`config.mk`:
```
export PLATFORM = sky130hd
export DESIGN_NAME = pause_bp_ctrl
export DESIGN_NICKNAME = d
export VERILOG_FILES = /design/src/rtl/pbc_pkg.sv /design/src/rtl/pbc_level_det.sv /design/src/rtl/pbc_pause_fsm.sv /design/src/rtl/pbc_half_ctrl.sv /design/src/rtl/pause_bp_ctrl.sv
export SDC_FILE = /design/constraint.sdc
export NUM_CORES = 1
export LEC_CHECK = 0
export ABC_AREA = 1
export BUFFER_PORTS_ARGS = -buffer_cell sky130_fd_sc_hd__buf_4
export CELL_PAD_IN_SITES_DETAIL_PLACEMENT = 1
export CELL_PAD_IN_SITES_GLOBAL_PLACEMENT = 1
export CORE_MARGIN = 3
export CORE_UTILIZATION = 34
export DETAILED_ROUTE_END_ITERATION = 12
export GPL_ROUTABILITY_DRIVEN = 0
export PLACE_DENSITY_LB_ADDON = 0.1
export RECOVER_POWER = 100
export SYNTH_ARGS = -nofsm -noshare
export SYNTH_HDL_FRONTEND = slang
export SYNTH_HIERARCHICAL = 1
export SYNTH_SLANG_ARGS = --single-unit
```
`constraint.sdc`:
```
create_clock -name clk_i -period 4.05 [get_ports clk_i]
set_clock_uncertainty 0.2 [all_clocks]
set_input_delay 0.405 -clock clk_i [delete_from_list [all_inputs] [get_ports clk_i]]
set_output_delay 0.405 -clock clk_i [all_outputs]
set_load 0.005 [all_outputs]
```
`src/rtl/pbc_pkg.sv`:
```
package pbc_pkg;
  typedef enum logic [1:0] {
    PS_IDLE     = 2'd0,  // no pause exchange under way
    PS_REQ_STOP = 2'd1,  // maximum-time pause requested
    PS_HOLD     = 2'd2,  // maximum-time pause sent, waiting for drain
    PS_REQ_GO   = 2'd3   // zero-time pause requested
  } pause_st_e;
endpackage

```
`src/rtl/pbc_level_det.sv`:
```
module pbc_level_det #(
  parameter int CNT_W = 11
) (
  input  logic [CNT_W-1:0] occ_i,
  input  logic [CNT_W-1:0] hi_th_i,
  input  logic [CNT_W-1:0] lo_th_i,
  output logic             at_hi_o,
  output logic             at_lo_o
);
  always_comb begin
    at_hi_o = (occ_i >= hi_th_i);
    at_lo_o = (occ_i <= lo_th_i);
  end
endmodule

```
`src/rtl/pbc_pause_fsm.sv`:
```
module pbc_pause_fsm #(
  parameter int PT_W = 16
) (
  input  logic            clk_i,
  input  logic            rst_ni,
  input  logic            fd_en_i,   // full duplex and pause signalling enabled
  input  logic            at_hi_i,
  input  logic            at_lo_i,
  input  logic            ack_i,
  output logic            req_o,
  output logic [PT_W-1:0] time_o
);
  import pbc_pkg::*;

  pause_st_e st_q, st_d;

  always_comb begin
    st_d = st_q;
    if (!fd_en_i) begin
      st_d = PS_IDLE;
    end else begin
      unique case (st_q)
        PS_IDLE:     if (at_hi_i) st_d = PS_REQ_STOP;
        PS_REQ_STOP: if (ack_i)   st_d = PS_HOLD;
        PS_HOLD:     if (at_lo_i) st_d = PS_REQ_GO;
        PS_REQ_GO:   if (ack_i)   st_d = PS_IDLE;
        default:                  st_d = PS_IDLE;
      endcase
    end
  end

  always_ff @(posedge clk_i or negedge rst_ni) begin
    if (!rst_ni) st_q <= PS_IDLE;
    else         st_q <= st_d;
  end

  // gate with mode so a withdrawn request never shows for a cycle
  assign req_o  = fd_en_i && ((st_q == PS_REQ_STOP) || (st_q == PS_REQ_GO));
  assign time_o = (st_q == PS_REQ_STOP) ? {PT_W{1'b1}} : {PT_W{1'b0}};
endmodule

```
`src/rtl/pbc_half_ctrl.sv`:
```
module pbc_half_ctrl (
  input  logic clk_i,
  input  logic rst_ni,
  input  logic half_i,
  input  logic bp_en_i,
  input  logic at_hi_i,
  input  logic crs_i,
  input  logic free_avail_i,
  output logic jam_o,
  output logic drop_o
);
  logic bp_act;
  logic jam_d, drop_d;

  always_comb begin
    bp_act = half_i && bp_en_i;
    jam_d  = bp_act && at_hi_i && crs_i;
    drop_d = !bp_act && crs_i && !free_avail_i;
  end

  always_ff @(posedge clk_i or negedge rst_ni) begin
    if (!rst_ni) begin
      jam_o  <= 1'b0;
      drop_o <= 1'b0;
    end else begin
      jam_o  <= jam_d;
      drop_o <= drop_d;
    end
  end
endmodule

```
`src/rtl/pause_bp_ctrl.sv`:
```
module pause_bp_ctrl #(
  parameter int NUM_PORTS = 5,
  parameter int CNT_W     = 11,
  parameter int PT_W      = 16
) (
  input  logic                      clk_i,
  input  logic                      rst_ni,
  input  logic [NUM_PORTS*CNT_W-1:0] occ_i,
  input  logic [CNT_W-1:0]          hi_th_i,
  input  logic [CNT_W-1:0]          lo_th_i,
  input  logic [NUM_PORTS-1:0]      full_dup_i,
  input  logic                      fc_en_i,
  input  logic                      bp_en_i,
  input  logic [NUM_PORTS-1:0]      crs_i,
  input  logic                      free_avail_i,
  input  logic [NUM_PORTS-1:0]      pause_ack_i,
  output logic [NUM_PORTS-1:0]      pause_req_o,
  output logic [NUM_PORTS*PT_W-1:0] pause_time_o,
  output logic [NUM_PORTS-1:0]      jam_o,
  output logic [NUM_PORTS-1:0]      drop_o
);
  for (genvar p = 0; p < NUM_PORTS; p++) begin : g_port
    logic at_hi, at_lo;
    logic fd_en;

    assign fd_en = full_dup_i[p] && fc_en_i;

    pbc_level_det #(.CNT_W(CNT_W)) level_i (
      .occ_i   (occ_i[p*CNT_W +: CNT_W]),
      .hi_th_i (hi_th_i),
      .lo_th_i (lo_th_i),
      .at_hi_o (at_hi),
      .at_lo_o (at_lo)
    );

    pbc_pause_fsm #(.PT_W(PT_W)) pause_i (
      .clk_i   (clk_i),
      .rst_ni  (rst_ni),
      .fd_en_i (fd_en),
      .at_hi_i (at_hi),
      .at_lo_i (at_lo),
      .ack_i   (pause_ack_i[p]),
      .req_o   (pause_req_o[p]),
      .time_o  (pause_time_o[p*PT_W +: PT_W])
    );

    pbc_half_ctrl half_i (
      .clk_i        (clk_i),
      .rst_ni       (rst_ni),
      .half_i       (!full_dup_i[p]),
      .bp_en_i      (bp_en_i),
      .at_hi_i      (at_hi),
      .crs_i        (crs_i[p]),
      .free_avail_i (free_avail_i),
      .jam_o        (jam_o[p]),
      .drop_o       (drop_o[p])
    );
  end
endmodule

```
==> run metrics, run 1 <==
status completed; RSZ-0062 raised after global routing no; CTS Buffer Depth 2; met1 GRT Util 0.217; flip-flop and latch count after synthesis 20; Top Ports 192; Post-route DRC 0; Slew Limit Fails 0; Seq/Total Area, Yosys 0.0932; fin crit period ~2.1 ns; Fin Setup TNS 0 ns; most used cells in the layout excluding fill and tap cells nand2_1, inv_1, ha_1, clkbuf_4, buf_4; TritonCTS buffer count 3; area leader, netlist ha_1; most frequent CP cell nand2_1; crit start category primary input; pin count of the biggest net entering global routing 21; total track usage 0.168; Logic pwr share 0.603; HP Class in2reg; drt first-iter violations 88; clock share of power 0.187; Layout area overhead 21.4%; Switching Share 0.403; most common cell after layout, fill and taps aside nand2_1; CTS tree yes; number of cell rows 45; P_int 0.642 mW; Vias/cell 4.25; Remaining Overflow, GRT 0; router iterations before antenna repair 4; Initial Util 0.350; area fraction of the dominant cell type after synthesis 0.303; worst relative slew slack 0.241; share of layout cells above drive strength 1 0.249; WL final about 15 mm; met3 Track Usage GR 0.0276; Reg clk slew, reported paths approximately 0.05 ns; vias in the first global route 5105; max frequency about 0.47 GHz; part of the cycle the worst path needs 0.522; clk_lat worst skew about 0.25 ns; port buffer count ~190; Antenna Nets Post-Route 0; syn nets 1087; Nets 1209; first-pass GRT wire length about 24 mm; Crit path required time roughly 4.0 ns; Critical Path Max Stage Delay roughly 0.29 ns; Setup Crit Path Kind in2reg; die area about 17000 um2; root buffer cell clkbuf_16; H-tree Lvls 1; CP Capture Type flop; Post-CTS Resized 0; CP max-delay cell ha_1; Ys Warns 6; area taken by multi-input logic gates 3360 um2; Fin. Hold Viols 0; post-synthesis average cell area between 6 and 7 um2; Sink Count 20; Reg area approximately 500 um2; DIE WIDTH between 100 and 150 um; crit path DAT between 2 and 2.5 ns; most used routing layer met2; CP Max Fanout 5; maxcap violations 0; Core Box Area approximately 15000 um2; Synth cell types 15; LEAKAGE 4.34 nW; final setup violation count 0; Antenna Cells 0; critical path, cell by cell clkbuf_1 > inv_1 > ha_1 > nand2_1 > inv_1 > a21oi_1 > nand2_1 > nor2_1 > nand2_1 > inv_1 > nand3_1 > nand2_1 > inv_1 > nand3_1 > nand2_1; post-DP HPWL between 10 and 15 mm; wire length per cell 12.3 um; cell area after synthesis between 5000 and 6000 um2; slew of the pin with the lowest slew margin about 1.1 ns; dominant cells by area after synthesis ha_1, nand2_1, inv_1, buf_4, dfrtp_1; Synth Instances 860; met2 track demand over resource 0.303; Flop pwr share 0.210; initial antenna violation count 0; Post-CTS Hold Fix Bufs 1; Power Dens Cells about 160 nW/um2; Worst VDD drop roughly 0.095 mV; die height roughly 130 um; Post-CTS Repair Setup Buffers 0; hold slack between 0.15 and 0.2 ns; fillcell total around 2100; sw power between 0.4 and 0.5 mW; routed vias about 5000
layer usage:
metal / up-vias / wire [um]
met5: - / 0
met4: 0 / 85
met3: 6 / 725
met2: 112 / 7020
met1: 2251 / 6800
li1: 2692 / -
registers in the layout, summed over array words and instances, names as in the netlist:
| signal | cells |
|---|---|
| g_port.pause_i/st_q | 10 |
| g_port.half_i/drop_o | 5 |
| g_port.half_i/jam_o | 5 |
critical path: cells and delay by family:
kind,cells,cell delay [ns]
buffers and inverters,5,0.53
and+or+nand+nor,8,0.66
AOI/OAI and AO/OA,1,0.16
adders and majority gates,1,0.29
cell families (layout without fill, tap and decap cells):
kind of cell,Yosys count,in the layout,share of synthesized area
buffers and inverters,320,440,0.276
AOI/OAI and AO/OA,35,35,0.0385
adders and majority gates,130,130,0.303
and+or+nand+nor,355,355,0.289
DFF,20,20,0.0932
power groups by stage:
| stage | combinational (mW) | sequential [mW] | clock (mW) |
|---|---|---|---|
| global placement | 0.676 | 0.229 | 0 |
| finish | 0.648 | 0.225 | 0.201 |
| global route | 0.754 | 0.228 | 0.217 |
| CTS | 0.690 | 0.226 | 0.211 |
| detailed placement | 0.686 | 0.229 | 0 |
| floorplan | 0.452 | 0.226 | 0 |
cell usage after synthesis:
master / instances
nand2_2: 20
nor2_4: 10
o21ai_2: 5
nor2_2: 20
buf_4: 75
nor2_1: 40
ha_1: 130
inv_2: 20
nand3_1: 35
a21oi_1: 25
clkinv_1: 5
inv_1: 220
a21boi_0: 5
nand2_1: 230
dfrtp_1: 20
per-stage QoR:
stage	utilization	cells	setup WS (ns)	instance area [um2]	total power, mW
floorplan	-	860	2.29	5370	0.678
global placement	0.425	1187	1.86	6500	0.905
detailed placement	0.425	1187	1.86	6500	0.915
CTS	0.430	1191	1.92	6590	1.13
global route	0.425	1191	1.64	6520	1.20
finish	0.425	1191	1.94	6520	1.07
area by class of cell:
| type | instances | area share |
|---|---|---|
| multi-input cells | 520 | 0.516 |
| repair buffers | 192 | 0.214 |
| inverters | 245 | 0.141 |
| flip-flops and latches | 20 | 0.0768 |
| well taps | 211 | 0.0405 |
| clock buffers | 3 | 0.0115 |
worst paths after layout:
check                                           from                   endpoint  slack [ns]  cells past startpoint
max                                      hi_th_i[10]  g_port[2].pause_i/st_q[0]        1.94                     15
min                                         crs_i[2]     g_port[2].half_i/jam_o        0.18                      3
max reg2reg                g_port[3].pause_i/st_q[0]  g_port[3].pause_i/st_q[1]        2.43                      5
min reg2reg                g_port[2].pause_i/st_q[1]  g_port[2].pause_i/st_q[1]        0.35                      2
max in group asynchronous                     rst_ni    g_port[4].half_i/drop_o        2.27                      2
min in group asynchronous                     rst_ni    g_port[0].half_i/drop_o        0.70                      2
No activity file was read; power rests on OpenSTA's default activity.
==> inputs of run 2 (changes only) <==
--- a/config.mk
+++ b/config.mk
@@ -10,7 +10,7 @@
 export CELL_PAD_IN_SITES_DETAIL_PLACEMENT = 1
 export CELL_PAD_IN_SITES_GLOBAL_PLACEMENT = 1
 export CORE_MARGIN = 3
-export CORE_UTILIZATION = 34
+export CORE_UTILIZATION = 32
 export DETAILED_ROUTE_END_ITERATION = 12
 export GPL_ROUTABILITY_DRIVEN = 0
 export PLACE_DENSITY_LB_ADDON = 0.1
==> constraint.sdc (replaced) <==
create_clock -name clk_i -period 1.8 [get_ports clk_i]
set_clock_uncertainty 0.2 [all_clocks]
set_input_delay 0.18 -clock clk_i [delete_from_list [all_inputs] [get_ports clk_i]]
set_output_delay 0.18 -clock clk_i [all_outputs]
set_load 0.005 [all_outputs]
==> run metrics, run 2 (synthesis gave the netlist of run 1 again) <==
status completed; area taken by multi-input logic gates around 3500 um2; fin crit period approximately 1.7 ns; max frequency around 0.58 GHz; Reg clk slew, reported paths 0.06 ns; pin count of the biggest net entering global routing 21; Worst R2R Path Depth 8; post-DP HPWL 13.9 mm; clk_lat worst skew between 0.2 and 0.3 ns; die area 18400 um2; crit path DAT 1.33 ns; routed vias between 5000 and 6000; Top reg by flops g_port.pause_i/st_q; CTS tree yes; LEAKAGE 4.49 nW; DIE WIDTH roughly 140 um; Crit path required time around 1.4 ns; number of cell rows between 40 and 50; die height 136 um; Slew Limit Fails 0; crit start category flop; Antenna Cells 0; most common cell after layout, fill and taps aside nand2_1; part of the cycle the worst path needs 0.953; HP Class in2reg; Initial Util 0.332; RSZ-0062 raised after global routing yes; hold slack 0.00194 ns; hold depth 4; vias in the first global route about 5400; Nets 1228; drt first-iter violations 75; Remaining Overflow, GRT 0; initial antenna violation count 0; Post-CTS Repair Setup Buffers 0; Post-route DRC 0; final setup violation count 0; first-pass GRT wire length roughly 25 mm; Antenna Nets Post-Route 0; Core Box Area roughly 16000 um2; slew of the pin with the lowest slew margin 0.581 ns; router iterations before antenna repair 4; CTS Buffer Depth 2; worst relative slew slack 0.612; max reg flops 10; CP Capture Type output pin; Vias/cell between 4 and 5; Reg area between 500 and 600 um2; Layout area overhead 28.1%; H-tree Lvls 1; share of layout cells above drive strength 1 0.291; wire length per cell ~13 um; Final Util 0.425; Power Dens Cells approximately 400 nW/um2; WL final 15.5 mm; root buffer cell clkbuf_16; top flop regs g_port.pause_i/st_q: 10 flops, g_port.half_i/drop_o: 5 flops, g_port.half_i/jam_o: 5 flops; most used cells in the layout excluding fill and tap cells nand2_1, inv_1, buf_4, ha_1, clkbuf_4; Fin. Hold Viols 0; Fin Setup TNS 0 ns; Sink Count 20; Setup Crit Path Kind reg2out; CP Max Fanout 16; TritonCTS buffer count 3; maxcap violations 0; port buffer count roughly 190; Top Ports around 190; Worst VDD drop between 0.3 and 0.4 mV; total track usage 0.166; fillcell total between 2000 and 2500
==> run 2: cell types whose count changed in the layout (fill, tap and decap cells not counted), moves of 6 or more <==
| cell | previous run | this run |
|---|---|---|
| clkbuf_1 | 13 | 6 |
| inv_2 | 17 | 23 |
| ha_4 | 0 | 6 |
| clkbuf_4 | 90 | 48 |
| dlygate4sd3_1 | 1 | 10 |
| inv_1 | 223 | 217 |
| buf_4 | 88 | 145 |
| nand2_1 | 238 | 228 |
| nand2_2 | 12 | 22 |
| ha_1 | 130 | 124 |
==> run 2: area by class of cell <==
type | count | share of cell area
flip-flops and latches | 20 | 0.0728
clock inverters | 1 | 0.00437
repair buffers | 211 | 0.231
well taps | 216 | 0.0393
inverters | 245 | 0.134
clock buffers | 3 | 0.0109
multi-input cells | 520 | 0.508
==> run 2: critical path, stage by stage (launching register included) <==
cell,delay [ns]
dfrtp_1,0.43
inv_1,0.10
ha_1,0.20
buf_4,0.21
buf_4,0.13
==> run 2: stage by stage <==
stage | power [mW] | cell area (um2) | setup slack [ns] | instances
4_1_cts | 2.75 | 6790 | 0.0687 | 1216
3_5_place_dp | 2.10 | 6580 | -0.181 | 1202
2_1_floorplan | 1.53 | 5370 | 0.262 | 860
6_report | 2.71 | 6870 | 0.0850 | 1216
5_1_grt | 3.01 | 6870 | -0.00638 | 1216
3_3_place_gp | 2.07 | 6580 | -0.169 | 1202
==> run 2: layer usage <==
metal	GRT usage	share of wire	vias up	wire length [um]
met4	0.0151	0.0095	0	147
met5	0	0	-	0
met1	0.216	0.46	2362	7100
met3	0.0156	0.037	8	573
met2	0.308	0.49	109	7650
li1	-	-	2738	-
==> run 2: what timing repair did <==
action	in CTS	in global routing
setup endpoints to repair	0	11
hold buffers	10	0
hold endpoints to repair	30	0
resized for setup	0	24
==> run 2: final timing paths <==
path	start	to	slack, ns
max reg2reg	g_port[2].pause_i/st_q[0]	g_port[2].pause_i/st_q[0]	0.35
min	full_dup_i[0]	g_port[0].half_i/jam_o	0.002
max	g_port[4].pause_i/st_q[1]	pause_time_o[66]	0.09
min reg2reg	g_port[3].pause_i/st_q[1]	g_port[3].pause_i/st_q[1]	0.34
max in group asynchronous	rst_ni	g_port[0].half_i/drop_o	0.76
min in group asynchronous	rst_ni	g_port[3].pause_i/st_q[1]	0.25
==> run 2: power breakdown <==
| group | leakage, nW | internal [mW] | switching [mW] |
|---|---|---|---|
| registers | 0.269 | 0.477 | 0.0310 |
| logic | 4.17 | 0.757 | 0.832 |
| clock network | 0.0511 | 0.441 | 0.175 |
==> inputs of run 3 (changes only) <==
==> constraint.sdc (replaced) <==
create_clock -name clk_i -period 1.8 [get_ports clk_i]
set_clock_uncertainty 0.2 [all_clocks]
set_input_delay 0 -clock clk_i [delete_from_list [all_inputs] [get_ports clk_i]]
set_output_delay 0 -clock clk_i [all_outputs]
set_load 0.005 [all_outputs]
==> run metrics, run 3 (synthesis gave the netlist of run 1 again) <==
status completed; Critical Path Max Stage Delay ~0.42 ns; Final Cell Area 6900 um2; routed vias ~5200; drt first-iter violations 114; number of cell rows 46; power after layout ~2.5 mW; Worst VDD drop ~0.29 mV; maxcap violations 0; Reg clk slew, reported paths around 0.050 ns; most common cell after layout, fill and taps aside nand2_1; Antenna Nets Post-Route 0; crit path DAT approximately 1.5 ns; Setup Crit Path Kind reg2out; Post-route DRC 0; Worst Setup Slack post-DPL -0.0413 ns; final setup violation count 0; Antenna Cells 0; Crit path buffers/inverters 3; CTS tree yes; die area between 15000 and 20000 um2; area taken by multi-input logic gates approximately 3500 um2; Vias/cell about 4.3; root buffer cell clkbuf_16; Placed Cells around 1200; share of layout cells above drive strength 1 0.271; fillcell total around 2200; post-DP HPWL approximately 14 mm; HP Class in2reg; initial antenna violation count 0; Initial Util 0.332; max reg flops 10; slew of the pin with the lowest slew margin about 0.53 ns; clk_lat worst skew 0.25 ns; Reg area roughly 500 um2; H-tree Lvls 1; Slew Limit Fails 0; Top reg by flops g_port.pause_i/st_q; WL final 15.1 mm; Fin. Hold Viols 0; crit start category flop; max frequency between 0.6 and 0.7 GHz; Top delay family on crit path buffers and inverters; Layout area overhead 28.5%; vias in the first global route 5353; Finished Layout Cells between 1000 and 1500; critical path, cell by cell inv_1 > ha_1 > clkbuf_2 > clkbuf_4; CP Max Fanout 16; TritonCTS buffer count 3; Sink Count 20; die height about 140 um; Core Box Area roughly 16000 um2; top flop regs g_port.pause_i/st_q: 10 flops, g_port.half_i/drop_o: 5 flops, g_port.half_i/jam_o: 5 flops; setup ws final 0.146 ns; most used cells in the layout excluding fill and tap cells nand2_1, inv_1, ha_1, buf_4, clkbuf_4; first-pass GRT wire length ~24 mm; DIE WIDTH 136 um; Nets between 1000 and 1500; pin count of the biggest net entering global routing 21; Top Ports roughly 190; worst relative slew slack 0.649; port buffer count between 150 and 200; router iterations before antenna repair 4; total track usage 0.163; Crit path required time roughly 1.6 ns; RSZ-0062 raised after global routing yes; CTS Buffer Depth 2; part of the cycle the worst path needs 0.919; CP Capture Type output pin; CP max-delay cell dfrtp_1; Power Dens Cells 363 nW/um2; Placed Area 6550 um2; Remaining Overflow, GRT 0; fin crit period 1.65 ns; hold slack around 0.12 ns; LEAKAGE approximately 4.5 nW; wire length per cell roughly 12 um
[run 3: power by group]
group,internal [mW],switching [mW]
clock,0.293,0.157
sequential,0.477,0.0300
combinational,0.736,0.813
[run 3: timing repair]
action | 4_1_cts | 5_1_grt
endpoints found under the setup margin | 0 | 2
hold buffers | 24 | 1
hold endpoints to repair | 40 | 1
setup buffers | 0 | 1
resized for setup | 0 | 14
[run 3: area by class of cell]
type	instances	area share
multi-input combinational	520	0.501
timing repair buffer	221	0.243
inverter	245	0.133
sequential	20	0.0726
tap	216	0.0392
clock buffer	3	0.0109
[run 3: metrics by stage]
step,utilization,setup TNS (ns)
after detailed placement,0.405,-0.0672
after floorplan,-,0
after global routing,0.426,-0.0142
final,0.426,0
after global placement,0.405,-0.0315
after CTS,0.425,0
[run 3: tightest hold or removal path: stages]
cell and delay, ns:
buf_4 0.14, nand2_1 0.06, inv_1 0.08, nand2_1 0.09
clkinv_1 0.05, nand3_1 0.07, nand2_1 0.05
[run 3: routing by layer]
layer / global-route usage / share of wire / up-vias / wire length, um
met3: 0.0163 / 0.043 / 6 / 645
met2: 0.298 / 0.49 / 113 / 7400
met1: 0.216 / 0.46 / 2347 / 6910
li1: - / - / 2761 / -
met4: 0.0106 / 0.0056 / 0 / 85
met5: 0 / 0 / - / 0
[run 3: final timing paths]
kind                                           startpoint                         to  slack (ns)  cells after the start
worst max-delay path            g_port[4].pause_i/st_q[1]           pause_time_o[75]        0.15                      4
worst max register to register  g_port[3].pause_i/st_q[0]  g_port[3].pause_i/st_q[0]        0.35                      8
min in group asynchronous                          rst_ni    g_port[2].half_i/drop_o        0.60                      3
max in group asynchronous                          rst_ni    g_port[3].half_i/drop_o        0.45                      3
worst min register to register  g_port[0].pause_i/st_q[1]  g_port[0].pause_i/st_q[1]        0.34                      2
worst min-delay path                              fc_en_i  g_port[3].pause_i/st_q[1]        0.12                      7
